## src/rtl/dram_seq_pkg.sv

```systemverilog
`timescale 1ns/1ps
package dram_seq_pkg;

    typedef enum logic [3:0] {
        ST_IDLE    = 4'd0,
        ST_PRE1    = 4'd1,
        ST_PRE2    = 4'd2,
        ST_ROW     = 4'd3,
        ST_COL1    = 4'd4,
        ST_WAIT    = 4'd5,
        ST_COL2    = 4'd6,
        ST_RF_CAS  = 4'd7,
        ST_RF_BOTH = 4'd8
    } seq_state_e;

endpackage

```

## src/rtl/dram_wait_capture.sv

```systemverilog
`timescale 1ns/1ps
module dram_wait_capture (
    input  logic clk,
    input  logic rst_n,
    input  logic wait_n,
    output logic wait_lo
);
    logic wait_lo_d, wait_lo_q;

    always_comb begin
        wait_lo_d = ~wait_n;
    end

    // falling-edge capture so the rising-edge FSM sees a settled value
    always_ff @(negedge clk or negedge rst_n) begin
        if (!rst_n) wait_lo_q <= 1'b0;
        else        wait_lo_q <= wait_lo_d;
    end

    assign wait_lo = wait_lo_q;
endmodule

```

## src/rtl/dram_seq_fsm.sv

```systemverilog
`timescale 1ns/1ps
module dram_seq_fsm
    import dram_seq_pkg::*;
#(
    parameter int CNT_W = 2
) (
    input  logic             clk,
    input  logic             rst_n,
    input  logic             acc_req,
    input  logic             acc_wr,
    input  logic             rfsh_req,
    input  logic             cfg_tp2,
    input  logic             cfg_pw_en,
    input  logic [CNT_W-1:0] cfg_pw_cnt,
    input  logic             cfg_xw_en,
    input  logic             wait_lo,
    output seq_state_e       state,
    output logic             wr_act
);
    typedef struct packed {
        seq_state_e       st;
        logic             rfsh;
        logic             wr;
        logic             tp2;
        logic             pw_en;
        logic [CNT_W-1:0] pw_cnt;
        logic             xw_en;
        logic [CNT_W-1:0] wleft;
    } ctl_t;

    ctl_t ctl_d, ctl_q;
    logic accept;

    always_comb begin
        ctl_d  = ctl_q;
        accept = 1'b0;
        case (ctl_q.st)
            ST_IDLE: accept = 1'b1;
            ST_PRE1: begin
                if (ctl_q.tp2)       ctl_d.st = ST_PRE2;
                else if (ctl_q.rfsh) ctl_d.st = ST_RF_CAS;
                else                 ctl_d.st = ST_ROW;
            end
            ST_PRE2: ctl_d.st = ctl_q.rfsh ? ST_RF_CAS : ST_ROW;
            ST_ROW: begin
                ctl_d.st    = ST_COL1;
                ctl_d.wleft = ctl_q.pw_en ? ctl_q.pw_cnt : '0;
            end
            ST_COL1, ST_WAIT: begin
                if (ctl_q.wleft != '0) begin
                    ctl_d.st    = ST_WAIT;
                    ctl_d.wleft = ctl_q.wleft - 1'b1;
                end else if (ctl_q.xw_en && wait_lo) begin
                    ctl_d.st = ST_WAIT;
                end else begin
                    ctl_d.st = ST_COL2;
                end
            end
            ST_RF_CAS: ctl_d.st = ST_RF_BOTH;
            ST_COL2, ST_RF_BOTH: accept = 1'b1;
            default: ctl_d.st = ST_IDLE;
        endcase

        if (accept) begin
            ctl_d.st = ST_IDLE;
            if (rfsh_req || acc_req) begin
                ctl_d.st     = ST_PRE1;
                ctl_d.rfsh   = rfsh_req;
                ctl_d.wr     = ~rfsh_req & acc_wr;
                ctl_d.tp2    = cfg_tp2;
                ctl_d.pw_en  = cfg_pw_en;
                ctl_d.pw_cnt = cfg_pw_cnt;
                ctl_d.xw_en  = cfg_xw_en;
                ctl_d.wleft  = '0;
            end
        end
    end

    always_ff @(posedge clk or negedge rst_n) begin
        if (!rst_n) ctl_q <= '0;
        else        ctl_q <= ctl_d;
    end

    assign state  = ctl_q.st;
    assign wr_act = ctl_q.wr;


    pre2_origin_chk: assert property (@(posedge clk) disable iff (!rst_n)
        (ctl_q.st == ST_PRE2) |-> ($past(ctl_q.st) == ST_PRE1 && ctl_q.tp2));


    col2_origin_chk: assert property (@(posedge clk) disable iff (!rst_n)
        (ctl_q.st == ST_COL2) |-> ($past(ctl_q.st) == ST_COL1 || $past(ctl_q.st) == ST_WAIT));


    ext_wait_cause_chk: assert property (@(posedge clk) disable iff (!rst_n)
        (ctl_q.st == ST_WAIT && $past(ctl_q.wleft) == '0) |-> ($past(wait_lo) && $past(ctl_q.xw_en)));


    rf_seq_chk: assert property (@(posedge clk) disable iff (!rst_n)
        (ctl_q.st == ST_RF_CAS) |=> (ctl_q.st == ST_RF_BOTH));


    cfg_hold_chk: assert property (@(posedge clk) disable iff (!rst_n)
        (ctl_q.st != ST_IDLE && ctl_q.st != ST_PRE1) |->
        ($stable(ctl_q.tp2) && $stable(ctl_q.pw_cnt) && $stable(ctl_q.xw_en) && $stable(ctl_q.pw_en)));
endmodule

```

## src/rtl/dram_strobe_dec.sv

```systemverilog
`timescale 1ns/1ps
module dram_strobe_dec
    import dram_seq_pkg::*;
(
    input  logic       clk,
    input  logic       rst_n,
    input  seq_state_e state,
    input  logic       wr_act,
    output logic       ras,
    output logic       cas,
    output logic       col_sel,
    output logic       we,
    output logic       done
);
    always_comb begin
        ras     = 1'b0;
        cas     = 1'b0;
        col_sel = 1'b0;
        done    = 1'b0;
        case (state)
            ST_ROW:               ras = 1'b1;
            ST_COL1, ST_WAIT:     begin ras = 1'b1; cas = 1'b1; col_sel = 1'b1; end
            ST_COL2:              begin ras = 1'b1; cas = 1'b1; col_sel = 1'b1; done = 1'b1; end
            ST_RF_CAS:            cas = 1'b1;
            ST_RF_BOTH:           begin ras = 1'b1; cas = 1'b1; done = 1'b1; end
            default:              ;
        endcase
        we = col_sel & wr_act;
    end


    row_then_col_chk: assert property (@(posedge clk) disable iff (!rst_n)
        (ras && !cas) |=> cas);


    we_in_col_chk: assert property (@(posedge clk) disable iff (!rst_n)
        we |-> col_sel);


    done_single_chk: assert property (@(posedge clk) disable iff (!rst_n)
        done |=> !done);
endmodule

```

## src/rtl/dram_cycle_seq.sv

```systemverilog
`timescale 1ns/1ps
module dram_cycle_seq
    import dram_seq_pkg::*;
#(
    parameter int CNT_W = 2
) (
    input  logic             clk,
    input  logic             rst_n,
    input  logic             acc_req,
    input  logic             acc_wr,
    input  logic             rfsh_req,
    input  logic             cfg_tp2,
    input  logic             cfg_pw_en,
    input  logic [CNT_W-1:0] cfg_pw_cnt,
    input  logic             cfg_xw_en,
    input  logic             wait_n,
    output logic [3:0]       state_o,
    output logic             ras_o,
    output logic             cas_o,
    output logic             col_sel_o,
    output logic             we_o,
    output logic             done_o
);
    logic       wait_lo;
    seq_state_e state;
    logic       wr_act;

    dram_wait_capture u_wait (
        .clk     (clk),
        .rst_n   (rst_n),
        .wait_n  (wait_n),
        .wait_lo (wait_lo)
    );

    dram_seq_fsm #(.CNT_W(CNT_W)) u_fsm (
        .clk        (clk),
        .rst_n      (rst_n),
        .acc_req    (acc_req),
        .acc_wr     (acc_wr),
        .rfsh_req   (rfsh_req),
        .cfg_tp2    (cfg_tp2),
        .cfg_pw_en  (cfg_pw_en),
        .cfg_pw_cnt (cfg_pw_cnt),
        .cfg_xw_en  (cfg_xw_en),
        .wait_lo    (wait_lo),
        .state      (state),
        .wr_act     (wr_act)
    );

    dram_strobe_dec u_dec (
        .clk     (clk),
        .rst_n   (rst_n),
        .state   (state),
        .wr_act  (wr_act),
        .ras     (ras_o),
        .cas     (cas_o),
        .col_sel (col_sel_o),
        .we      (we_o),
        .done    (done_o)
    );

    assign state_o = state;


    done_next_chk: assert property (@(posedge clk) disable iff (!rst_n)
        done_o |=> (state_o == 4'd0 || state_o == 4'd1));
endmodule

```

## config.mk

```make
export PLATFORM = sky130hd
export DESIGN_NAME = dram_cycle_seq
export DESIGN_NICKNAME = d
export VERILOG_FILES = /design/src/rtl/dram_seq_pkg.sv /design/src/rtl/dram_wait_capture.sv /design/src/rtl/dram_seq_fsm.sv /design/src/rtl/dram_strobe_dec.sv /design/src/rtl/dram_cycle_seq.sv
export SDC_FILE = /design/constraint.sdc
export NUM_CORES = 1
export LEC_CHECK = 0
export CAP_MARGIN = 20
export CORE_MARGIN = 2
export CORE_UTILIZATION = 54
export DETAILED_ROUTE_END_ITERATION = 8
export DONT_BUFFER_PORTS = 1
export HOLD_SLACK_MARGIN = 0.02
export MAX_ROUTING_LAYER = met4
export PLACE_DENSITY = 0.73
export SYNTH_ARGS = -nofsm -noshare
export SYNTH_HDL_FRONTEND = slang
export SYNTH_SLANG_ARGS = --single-unit
```

## constraint.sdc

```tcl
create_clock -name clk -period 1.6 [get_ports clk]
set_clock_uncertainty 0.05 [all_clocks]
set_input_delay 0.24 -clock clk [delete_from_list [all_inputs] [get_ports clk]]
set_output_delay 0.24 -clock clk [all_outputs]
set_load 0.02 [all_outputs]
```

* After elaboration in Yosys (flattened, before gate mapping)
Cells that the tools add are included.
** Storage, ports and cells
- Flip-flop bits (word level) :: 14
- Latch bits :: 0
- RAM bits :: 0
- ROM bits :: 0
- Input port bits :: 11
- Output and inout port bits :: 9
- Logic and storage cells :: 49
- Memories kept :: 0
** Cells by class
- Add/subtract/negate cells :: 1
- Multipliers :: 0
- Div/mod/pow operators :: 0
- $lt $le $gt $ge :: 0
- Equal/unequal tests :: 9
- Shifts and indexed selects :: 0
- Mux-type cells :: 15
- Bitwise operators :: 4
- Reductions and logical operators :: 11
** Operator list (number)
- 4-bit one-hot mux with 6 select lines :: 1
- 4-bit by 3-bit == test with 1-bit output, second input constant :: 4
- 13-bit 2-to-1 mux :: 1
- 10-bit 2-to-1 mux :: 1
- 5-bit OR reduction :: 2
- 4-bit by 2-bit == test with 1-bit output, second input constant :: 2
- 4-bit 2-to-1 mux :: 2
- 2-bit 2-to-1 mux :: 3
- 3-bit OR reduction :: 2
- 1-bit 2-to-1 mux :: 5
- 4-bit by 1-bit == test with 1-bit output, second input constant :: 1
- 4-bit == test, second input constant :: 1
- 4-bit zero test :: 1
- 2-bit one-hot mux with 2 select lines :: 1
- 2-bit OR reduction :: 2
- 3-bit 2-to-1 mux :: 1
- 1-bit AND :: 2
- 2-bit by 1-bit != test with 1-bit output, second input constant :: 1
- 1-bit inverter :: 2
- 2-bit AND reduction :: 1
- 2-bit nonzero test :: 1
- 2-bit by 1-bit subtractor with 2-bit output, second input constant :: 1
- 1-bit logical AND :: 1
- 1-bit logical OR :: 1

* Logic depth before layout (Yosys ltp)
- Depth in word-level cells :: 5
- Mapped depth :: 5
- Gate-level depth less buffers :: 3

* Modules after synthesis
From an unflattened synthesis, not the netlist that was laid out.
** Unflattened totals
- Cell total of the unflattened synthesis :: 76
- Area, all modules :: 833.3 µm²
** Modules (own cells, without submodules)
- dram_seq_fsm :: times used 1, cells an instance 63, area each 729.4 µm², sequential area each 325.3 µm²
- dram_strobe_dec :: times used 1, cells an instance 11, area each 75.1 µm², sequential area each 0.0 µm²
- dram_wait_capture :: times used 1, cells an instance 2, area each 28.8 µm², sequential area each 25.0 µm²

==> results by group <==
Run status
  • Status: finished with violations
  • Failing checks: setup timing

CTS
  • CTS tree: done
  • Worst-path clk slew: ~0.10 ns
  • Cts bufs inserted: 3
  • CTS max path bufs: 2
  • Clk root buf: clkbuf_4
  • Clk_lat worst skew: around 0.29 ns
  • CTS Sinks: 14
  • H-tree depth: 1

Drt
  • DRT iter0 DRCs: 19
  • Via Count: roughly 720
  • Vias per Instance: 6.23
  • Drt first pass iters: 4
  • Post-route ant nets: 0
  • Total Routed Length: about 2.4 mm
  • WL/cell: roughly 21 µm
  • # DRC: 0

Worst setup path
  • CP Class: flip-flop to flip-flop
  • R2R Path End: u_fsm.state[0]
  • Required @ worst endpoint: between 1.5 and 2 ns
  • WP buf/inv: 0
  • Critical path arrival: around 2.1 ns
  • Crit-path cells: a211o_1, a221oi_2, o22ai_2
  • Critical path depth: 3
  • R2R depth: 3
  • R2R Setup Slk: -0.35 ns
  • Crit Path Max Fanout: 2
  • Critical R2R Launch: u_wait.wait_lo
  • CP max-delay cell: dfrtn_1
  • Crit path max-delay family: compound AO/OA/AOI/OAI gates
  • Slowest stage delay, CP: roughly 0.34 ns
  • Worst setup SP type: flip-flop
  • CP endpoint kind: flip-flop

Finish
  • Final core utilization: 81.9%
  • Nets: roughly 110
  • Seq. cell area: between 300 and 400 µm²
  • Synthesis-to-finish area growth: 44.6%
  • Layout cell share with drive strength beyond 1: about half
  • Ant diodes: 0
  • Fillers: 86
  • Area of the multi-input gates: about 520 µm²

GRT
  • Initial antenna violation count: 0
  • GRT Overall Usage: between 20% and 30%
  • Number of global-route vias before repair: 716
  • Grt total ovfl: 0
  • Largest net degree at the start of global routing: 14
  • First-pass GRT wire length: approximately 3.5 mm

Die
  • Initial Util: 56.6%
  • # IOs: 20
  • Die area: ~0.0019 mm²
  • # rows: 14
  • Die Wd: between 40 and 50 µm
  • Core area: ~0.0015 mm²
  • Die Y: between 40 and 50 µm

Yosys
  • Post-synth top area cell: dfrtp_1
  • Synth Area in Compound Gates: 20.7%
  • Seq cells post-synth: 14
  • Largest family of logic cells by synthesized area: compound AO/OA/AOI/OAI gates
  • Post-Synth XOR/XNOR Area: 0%
  • Synth Area per Inst: 10.2 µm²
  • Mux cell area share after synthesis: between 10% and 20%
  • Synth warn: 0
  • Sequential fraction of the synthesis area: 42.0%
  • Post-Synth Adder-Cell Area: 0%
  • Ranking of synthesized cells by area: dfrtp_1 (39%), mux2_4 (9.0%), buf_4 (3.6%), inv_1 (3.2%), a211o_1 (3.2%)
  • Synthesized net count: 93
  • Yosys cell types: 36
  • Synth Instances: 82
  • Synthesized cell area: 833 µm²
  • Area share of the largest cell type after synthesis: 39.0%
  • Post-Synth Simple-Gate Area: approximately 16%

Placed design
  • Hpwl dp: 1.43 mm
  • Post-Place Setup Slack: -0.307 ns
  • IO Port Bufs: 0
  • Placer Congestion: roughly 0.83

Run
  • Max-Cap Viols: 0

Worst hold path
  • Worst Hold Class: input port to flip-flop
  • Worst Hold Endpoint: u_fsm.ctl_q[6]
  • Hold Crit Start: cfg_tp2
  • Hold depth: 1

Power
  • LEAKAGE: 0.000543 µW
  • PwrDens: around 2600 mW/mm²
  • Peak VDD IR: between 1 and 1.5 mV

STA
  • Rel. slew slack: 58.9%
  • Final hold vios: 0
  • Final setup fails: 14
  • Unrepaired setup endpoints after global routing: yes
  • Max-slew violation count: 0
  • Slew @ Worst Pin: approximately 0.62 ns
  • Final setup margin: -0.353 ns
-- logic make-up (layout without fill, tap and decap cells) --
family	count (synthesis)	count (layout)
mux	6	6
buf+inv	17	34
compound gates	23	23
flops	14	14
simple gates	22	22
-- state kept, by name (all words and copies together) (netlist names) --
| name | count |
|---|---|
| u_fsm.state | 4 |
| u_fsm.wr_act | 1 |
| u_wait.wait_lo | 1 |
| u_fsm.ctl_q | 8 |
-- placed cells by master, fill, tap and decap left out, types with 2 or more instances in the layout --
cell type,instances
nor2b_1,3
clkbuf_4,3
buf_6,9
or2_4,2
mux2_4,6
o21ai_0,2
a21oi_4,2
inv_1,6
dfrtp_1,12
nor2_1,4
nand2b_4,2
buf_4,10
buf_12,2
a211oi_1,2
a211o_1,3
nand2_1,3
-- metal layers --
metal | vias to the layer above | GRT usage [%] | wire length, µm
li1 | 320 | - | -
met1 | 363 | 35.7 | 1020
met2 | 30 | 40.9 | 1240
met3 | 4 | 6.81 | 129
met4 | 0 | 10.3 | 31
met5 | - | - | 0
-- cell usage after synthesis --
| cell type | n |
|---|---|
| a21oi_1 | 4 |
| buf_2 | 1 |
| or3b_1 | 1 |
| o21ai_0 | 2 |
| buf_6 | 1 |
| and2_1 | 2 |
| a211oi_1 | 2 |
| a2111oi_0 | 1 |
| o22ai_1 | 3 |
| a221oi_1 | 1 |
| clkbuf_1 | 4 |
| nand2_1 | 3 |
| nor4bb_1 | 1 |
| dfrtp_1 | 13 |
| nor4b_1 | 1 |
| inv_1 | 7 |
| a21o_1 | 1 |
| mux2_2 | 1 |
| nand2b_1 | 1 |
| a32oi_1 | 1 |
| o21a_1 | 1 |
| or2_1 | 2 |
| nand3_1 | 1 |
| nand2b_2 | 1 |
| o21ai_1 | 1 |
| buf_4 | 4 |
| o311a_1 | 1 |
| a211oi_4 | 1 |
| a31oi_1 | 1 |
| mux2_4 | 5 |
| nor2b_1 | 3 |
| dfrtn_1 | 1 |
| nor3b_1 | 1 |
| nand3b_2 | 1 |
| nor2_1 | 4 |
| a211o_1 | 3 |
-- worst max path at each step --
stage                               from  slack, ns             end
after detailed placement  u_wait.wait_lo      -0.31  u_fsm.state[0]
final                     u_wait.wait_lo      -0.35  u_fsm.state[0]
after global placement    u_wait.wait_lo      -0.25  u_fsm.state[0]
after CTS                 u_wait.wait_lo      -0.32  u_fsm.state[0]
after floorplan           u_wait.wait_lo      -0.23  u_fsm.state[0]
after global routing      u_wait.wait_lo      -0.38  u_fsm.state[0]
-- layout make-up --
cell class	instances	share of cell area [%]
well taps	16	1.66
multi-input cells	51	42.9
clock buffers	4	3.01
repair buffers	23	20.9
inverters	7	2.39
flip-flops and latches	14	29.2
-- power by group --
part	leakage (µW)	total [µW]	switching, µW	internal [µW]
clock	0.0000210	265	127	139
combinational	0.000352	2150	1010	1140
sequential	0.000170	682	163	519
total	0.000543	3100	1300	1800
-- through the flow --
stage	area, µm²	setup TNS, ns	power (µW)	hold slack, ns	std cells
6_report	1200	-1.81	3100	0.0396	115
4_1_cts	1090	-1.25	2730	0.0413	112
5_1_grt	1200	-2.40	3230	0.0314	115
3_3_place_gp	937	-0.487	2090	-0.105	103
2_1_floorplan	861	-0.893	1760	-0.106	82
3_5_place_dp	937	-0.592	2150	-0.105	103
-- timing repair --
item,4_1_cts,5_1_grt
gates cloned,0,1
gates resized for setup,18,16
pin swaps,7,6
setup endpoints to repair,8,15
buffers inserted,4,3
hold endpoints to repair,13,0
hold buffers,1,0
-- worst register-to-register path, cell delays in order (launching register included) --
cell      delay [ns]
dfrtn_1         0.34
a211o_1         0.29
a221oi_2        0.24
o22ai_2         0.11
Note: power is estimated with default switching activity, not from simulation.
